**config.mk**
```make
export PLATFORM = sky130hd
export DESIGN_NAME = lsu_aligned
export DESIGN_NICKNAME = d
export VERILOG_FILES = /design/src/rtl/lsu_pkg.sv /design/src/rtl/lsu_align_chk.sv /design/src/rtl/lsu_bank_mem.sv /design/src/rtl/lsu_load_extract.sv /design/src/rtl/lsu_aligned.sv
export SDC_FILE = /design/constraint.sdc
export NUM_CORES = 2
export LEC_CHECK = 0
export ABC_AREA = 1
export BUFFER_PORTS_ARGS = -buffer_cell sky130_fd_sc_hd__buf_4
export CORE_MARGIN = 8
export CORE_UTILIZATION = 40
export DETAILED_ROUTE_END_ITERATION = 10
export GPL_TIMING_DRIVEN = 0
export PLACE_DENSITY = 0.64
export SLEW_MARGIN = 10
export SYNTH_ARGS = -nofsm -noshare
export SYNTH_HDL_FRONTEND = slang
export SYNTH_SLANG_ARGS = --single-unit
```
**constraint.sdc**
```tcl
create_clock -name clk -period 2.3 [get_ports clk]
set_input_delay 0 -clock clk [delete_from_list [all_inputs] [get_ports clk]]
set_output_delay 0 -clock clk [all_outputs]
set_load 0.02 [all_outputs]
```
**src/rtl/lsu_pkg.sv**
```systemverilog
package lsu_pkg;
  localparam int LANES  = 8;
  localparam int DATA_W = LANES * 8;
  localparam int OFF_W  = $clog2(LANES);

  typedef enum logic [1:0] {
    SZ_B = 2'd0,
    SZ_W = 2'd1,
    SZ_L = 2'd2,
    SZ_Q = 2'd3
  } acc_size_e;
endpackage

```
**src/rtl/lsu_align_chk.sv**
```systemverilog
module lsu_align_chk
  import lsu_pkg::*;
(
  input  acc_size_e        size,
  input  logic [OFF_W-1:0] off,
  output logic             misaligned,
  output logic [LANES-1:0] lanes
);
  logic [3:0]       nbytes;
  logic [LANES:0]   span_oh;
  logic [LANES-1:0] span_mask;

  always_comb begin
    nbytes     = 4'd1 << size;
    span_oh    = (LANES+1)'(1) << nbytes;
    span_mask  = LANES'(span_oh - (LANES+1)'(1));
    misaligned = |(off & OFF_W'(nbytes - 4'd1));
    lanes      = misaligned ? '0 : LANES'(span_mask << off);
  end
endmodule

```
**src/rtl/lsu_bank_mem.sv**
```systemverilog
module lsu_bank_mem
  import lsu_pkg::*;
#(
  parameter int DEPTH = 32,
  localparam int IDX_W = $clog2(DEPTH)
) (
  input  logic              clk,
  input  logic              rst_n,
  input  logic              we,
  input  logic [LANES-1:0]  be,
  input  logic              re,
  input  logic [IDX_W-1:0]  idx,
  input  logic [DATA_W-1:0] wdata,
  output logic [DATA_W-1:0] rdata
);
  for (genvar ln = 0; ln < LANES; ln++) begin : g_lane
    logic [7:0] bank [DEPTH];
    logic [7:0] rd_b;

    always_ff @(posedge clk) begin
      if (we && be[ln]) bank[idx] <= wdata[ln*8 +: 8];
    end

    always_ff @(posedge clk or negedge rst_n) begin
      if (!rst_n)  rd_b <= '0;
      else if (re) rd_b <= bank[idx];
    end

    assign rdata[ln*8 +: 8] = rd_b;
  end
endmodule

```
**src/rtl/lsu_load_extract.sv**
```systemverilog
module lsu_load_extract
  import lsu_pkg::*;
(
  input  logic [DATA_W-1:0] word,
  input  logic [OFF_W-1:0]  off,
  input  acc_size_e         size,
  input  logic              squash,
  output logic [DATA_W-1:0] data
);
  logic [DATA_W-1:0] shifted;
  logic [DATA_W-1:0] keep;
  logic [6:0]        nbits;

  always_comb begin
    shifted = word >> {off, 3'b000};
    nbits   = 7'd8 << size;
    keep    = (size == SZ_Q) ? '1 : ((DATA_W'(1) << nbits) - DATA_W'(1));
    data    = squash ? '0 : (shifted & keep);
  end
endmodule

```
**src/rtl/lsu_aligned.sv**
```systemverilog
module lsu_aligned
  import lsu_pkg::*;
#(
  parameter int DEPTH = 32,
  localparam int IDX_W  = $clog2(DEPTH),
  localparam int ADDR_W = IDX_W + OFF_W
) (
  input  logic              clk,
  input  logic              rst_n,
  input  logic              req_valid,
  output logic              req_ready,
  input  logic              req_write,
  input  logic [1:0]        req_size,
  input  logic [ADDR_W-1:0] req_addr,
  input  logic [63:0]       req_wdata,
  output logic              rsp_valid,
  input  logic              rsp_ready,
  output logic [63:0]       rsp_rdata,
  output logic              rsp_fault
);
  acc_size_e         size_in;
  logic [OFF_W-1:0]  off_in;
  logic [IDX_W-1:0]  idx_in;
  logic              bad_align;
  logic [LANES-1:0]  lane_en;
  logic              accept;
  logic              mem_we, mem_re;
  logic [DATA_W-1:0] mem_wdata, mem_rdata;

  logic              vld_q, fault_q, wr_q;
  logic [OFF_W-1:0]  off_q;
  acc_size_e         size_q;

  assign size_in = acc_size_e'(req_size);
  assign off_in  = req_addr[OFF_W-1:0];
  assign idx_in  = req_addr[ADDR_W-1:OFF_W];

  assign req_ready = !vld_q || rsp_ready;
  assign accept    = req_valid && req_ready;

  lsu_align_chk u_chk (
    .size       (size_in),
    .off        (off_in),
    .misaligned (bad_align),
    .lanes      (lane_en)
  );

  assign mem_we    = accept && req_write && !bad_align;
  assign mem_re    = accept && !req_write && !bad_align;
  assign mem_wdata = req_wdata << {off_in, 3'b000};

  lsu_bank_mem #(.DEPTH(DEPTH)) u_mem (
    .clk   (clk),
    .rst_n (rst_n),
    .we    (mem_we),
    .be    (lane_en),
    .re    (mem_re),
    .idx   (idx_in),
    .wdata (mem_wdata),
    .rdata (mem_rdata)
  );

  always_ff @(posedge clk or negedge rst_n) begin
    if (!rst_n) begin
      vld_q   <= 1'b0;
      fault_q <= 1'b0;
      wr_q    <= 1'b0;
      off_q   <= '0;
      size_q  <= SZ_B;
    end else if (accept) begin
      vld_q   <= 1'b1;
      fault_q <= bad_align;
      wr_q    <= req_write;
      off_q   <= off_in;
      size_q  <= size_in;
    end else if (rsp_ready) begin
      vld_q   <= 1'b0;
    end
  end

  lsu_load_extract u_ext (
    .word   (mem_rdata),
    .off    (off_q),
    .size   (size_q),
    .squash (fault_q || wr_q),
    .data   (rsp_rdata)
  );

  assign rsp_valid = vld_q;
  assign rsp_fault = fault_q;

  AST_RSP_FOLLOWS: assert property (@(posedge clk) disable iff (!rst_n)
    (req_valid && req_ready) |=> rsp_valid);
  AST_STALL_HOLD: assert property (@(posedge clk) disable iff (!rst_n)
    (rsp_valid && !rsp_ready) |=> (rsp_valid && $stable(rsp_rdata) && $stable(rsp_fault)));
  AST_STALL_BLOCKS: assert property (@(posedge clk) disable iff (!rst_n)
    (rsp_valid && !rsp_ready) |-> !req_ready);
  AST_FAULT_ZERO: assert property (@(posedge clk) disable iff (!rst_n)
    (rsp_valid && rsp_fault) |-> (rsp_rdata == '0));
  AST_LANE_COUNT: assert property (@(posedge clk) disable iff (!rst_n)
    mem_we |-> ($countones(lane_en) == (1 << req_size)));
  AST_BYTE_UPPER: assert property (@(posedge clk) disable iff (!rst_n)
    (rsp_valid && size_q == SZ_B) |-> (rsp_rdata[63:8] == '0));
endmodule

```
==> run summary <==
Reg power frac - 48.4%
Most frequent cells in the layout - nand2_1 (5030), edfxtp_1 (2048), nor2_1 (466), nor2_4 (293), buf_12 (240)
CTS Buf Count - 215
Final worst slack - -0.563 ns
Area occupied by registers - 63300 um2
Die X - 493 um
Tightest Pin Transition - 1.46 ns
Top delay family on crit path - buffers and inverters
Initial Util - 40.1%
Largest net degree at the start of global routing - 73
Async SR Flop Fraction - 3.40%
Switching part of the total - 26.7%
Final Skew - 0.0343 ns
Worst EP required - 2.30 ns
Max incr delay on CP - 0.53 ns
Status - finished, violations left
Max Root-Sink Buffers - 3
RSZ-0062 raised after global routing - true
Sw Pwr - 0.0240 W
Dpl hpwl - 285000 um
Die area - 243000 um2
Initial antenna violation count - 42
Max-cap violation count - 0
Area of the multi-input gates - 28900 um2
Routed vias - 74672
CP max-delay cell - dfrtp_2
Comb power frac - 12.2%
Seq cells post-synth - 2120
Placed cell count - 12387
Clock Sinks - 2120
# IOs - 146
Most common cell after layout, fill and taps aside - nand2_1
Worst hold-check path type - in2reg
Synth Warn # - 0
Final number of hold-violating endpoints - 0
Crit path cell chain - buf_8, clkbuf_16, nand2_8, o21ai_4, nand2_2, nand2_4, buf_12, a21oi_4, buf_6
Library cells used by synthesis - 31
CP Buf/Inv Count - 4
Avg Cell Area, Syn - 9.93 um2
Layout cell share with drive strength beyond 1 - 18.0%
Die Ht - 493 um
Critical path arrival - 2.86 ns
Fill count - 19952
Pleak - 46.8 nW
Post-Syn Area - 91000 um2
CTS tree - built
EDFF count, synth - 2048
Crit path time final - 2.86 ns
P&R area growth vs syn - 26.0%
WS Path Type - reg2out
Post-Syn Nets - 9243
Startpoint Class - flip-flop
I/O Buffers - 142
Placer Congestion - 1.04
Clk slew on worst S/H paths - 0.07 ns
Clock Tree Root - clkbuf_16
Drt initial violations - 12149
Post-Place Worst Slack - -2.04 ns
DR WL/cell - 31.1 um
Number of global-route vias before repair - 67147
Post-synthesis cell count - 9163
Power Dens Cells - 784 nW/um2
Clk pwr share - 39.4%
GRT Overall Usage - 32.6%
Max-slew violations - 0
Final count of negative-setup-slack endpoints - 851
Slew HR - 2.58%
DRT Wirelength - 412000 um
Htree depth - 4
Crit end category - output pin
Failing checks - negative setup slack
Global route total overflow - 0
VDD IR-drop max - 0.000957 V
Register area share after synthesis - 69.6%
Clock latency on the worst-skew pair - 0.90 ns
Fmax - 349 MHz
Post-route DRC violation count - 0
Drt via density - 5.64
Crit Path Max Fanout - 6
First-pass GRT wire length - 546000 um
Period utilization - 124%
TritonRoute pass-1 iters - 7
Core ar. - 227000 um2
Hold path depth - 6
Row cnt - 175
Final ANT Viol Nets - 0
Total internal power - 0.0659 W
Ys flop type - edfxtp_1
R2R depth - 10
Nets@finish - 10072
Layout Cells excl Fill - 13235
WP depth - 9
## layout make-up
type                       count  share of cell area, %
timing repair buffer         616                   7.31
clock inverter               126                   1.02
antenna                       48                  0.105
buffer                       475                   2.28
multi-input combinational   6392                   25.2
sequential                  2120                   55.2
clock buffer                 277                   5.04
tap                         3009                   3.28
inverter                     172                  0.575
## synth_stat cells (9+ instances only)
| master | instances | share of area, % |
|---|---|---|
| clkbuf_1 | 216 | 0.89 |
| inv_2 | 9 | 0.037 |
| mux2i_1 | 19 | 0.21 |
| or2_2 | 25 | 0.17 |
| dfrtp_1 | 72 | 2.0 |
| a21oi_1 | 28 | 0.15 |
| edfxtp_1 | 2048 | 68 |
| o211ai_1 | 24 | 0.20 |
| nand3_1 | 167 | 0.92 |
| inv_1 | 161 | 0.66 |
| a211oi_1 | 15 | 0.12 |
| o21ai_0 | 175 | 0.96 |
| nor2_1 | 793 | 3.3 |
| buf_2 | 239 | 1.3 |
| nand2_1 | 5109 | 21 |
| buf_1 | 23 | 0.095 |
## state kept, by name (all words and copies together), names as in the netlist
signal and flops:
wr_q 1, off_q 3, u_mem.g_lane.rd_b 64, size_q 2
u_mem.g_lane.bank 2048, rsp_fault 1, rsp_valid 1
## path summary, 6_finish.rpt
path	startpoint	to	slack, ns
setup / recovery	off_q[0]	rsp_rdata[4]	-0.56
hold / removal	req_wdata[56]	u_mem.g_lane[7].bank[28][0]	0.03
setup reg to reg	rsp_valid	u_mem.g_lane[5].bank[19][6]	-0.05
hold reg to reg	u_mem.g_lane[6].rd_b[7]	u_mem.g_lane[6].rd_b[7]	0.56
max in group asynchronous	rst_n	size_q[1]	1.29
min in group asynchronous	rst_n	u_mem.g_lane[6].rd_b[3]	0.27
## kinds of logic (layout without fill, tap and decap cells)
logic type	after synthesis	count (layout)	share of synthesized area (%)
muxes	19	19	0.209
DFF	2120	2120	69.6
other	0	48	0
buffers and inverters	651	1666	3.02
adders and majority gates	1	1	0.0138
and+or+nand+nor	6110	6110	25.6
AOI/OAI and AO/OA	262	262	1.59
## routing by layer
layer | track usage [%] | up-vias | wire length, um | part of all wire [%]
met3 | 10.1 | 1372 | 57200 | 14
met2 | 47.2 | 5854 | 172000 | 42
met4 | 24.8 | 20 | 39200 | 9.5
met5 | 0 | - | 126 | 0.031
met1 | 40.8 | 35852 | 144000 | 35
li1 | - | 31574 | - | -
## worst min-delay path: cells and delay by family
kind | cells | cell delay, ns
AND/OR/NAND/NOR | 2 | 0.21
buffers and inverters | 2 | 0.36
AO/OA/AOI/OAI | 2 | 0.16
## stage by stage
stage          total power, W  utilization [%]  instance area [um2]  TNS (ns)  hold slack, ns
2_1_floorplan          0.0482                -                91000    -21.86          -0.296
3_3_place_gp           0.0525             42.2                95800  -7578.93           0.288
3_5_place_dp           0.0530             43.2                98000  -3540.37           0.316
4_1_cts                0.0884             49.4               112000    -21.76         0.00631
5_1_grt                0.0914             50.5               115000    -22.00          0.0285
6_report               0.0898             50.5               115000    -63.65          0.0334
## power groups by stage
stage | Clock [W] | Combinational (W) | Sequential (W)
3_3_place_gp | 0 | 0.00818 | 0.0443
5_1_grt | 0.0366 | 0.0113 | 0.0435
4_1_cts | 0.0352 | 0.00974 | 0.0434
2_1_floorplan | 0 | 0.00419 | 0.0440
6_report | 0.0354 | 0.0110 | 0.0435
3_5_place_dp | 0 | 0.00882 | 0.0442
## timing repair
action                                   CTS  global route
endpoints found under the setup margin  2176          1747
gates resized for setup                  845           345
hold buffers                              43             2
setup buffers                            264            92
hold endpoints to repair                 686            24
pin swaps                                214           137
cloned                                     1             1
Note: power is estimated with default switching activity, not from simulation.
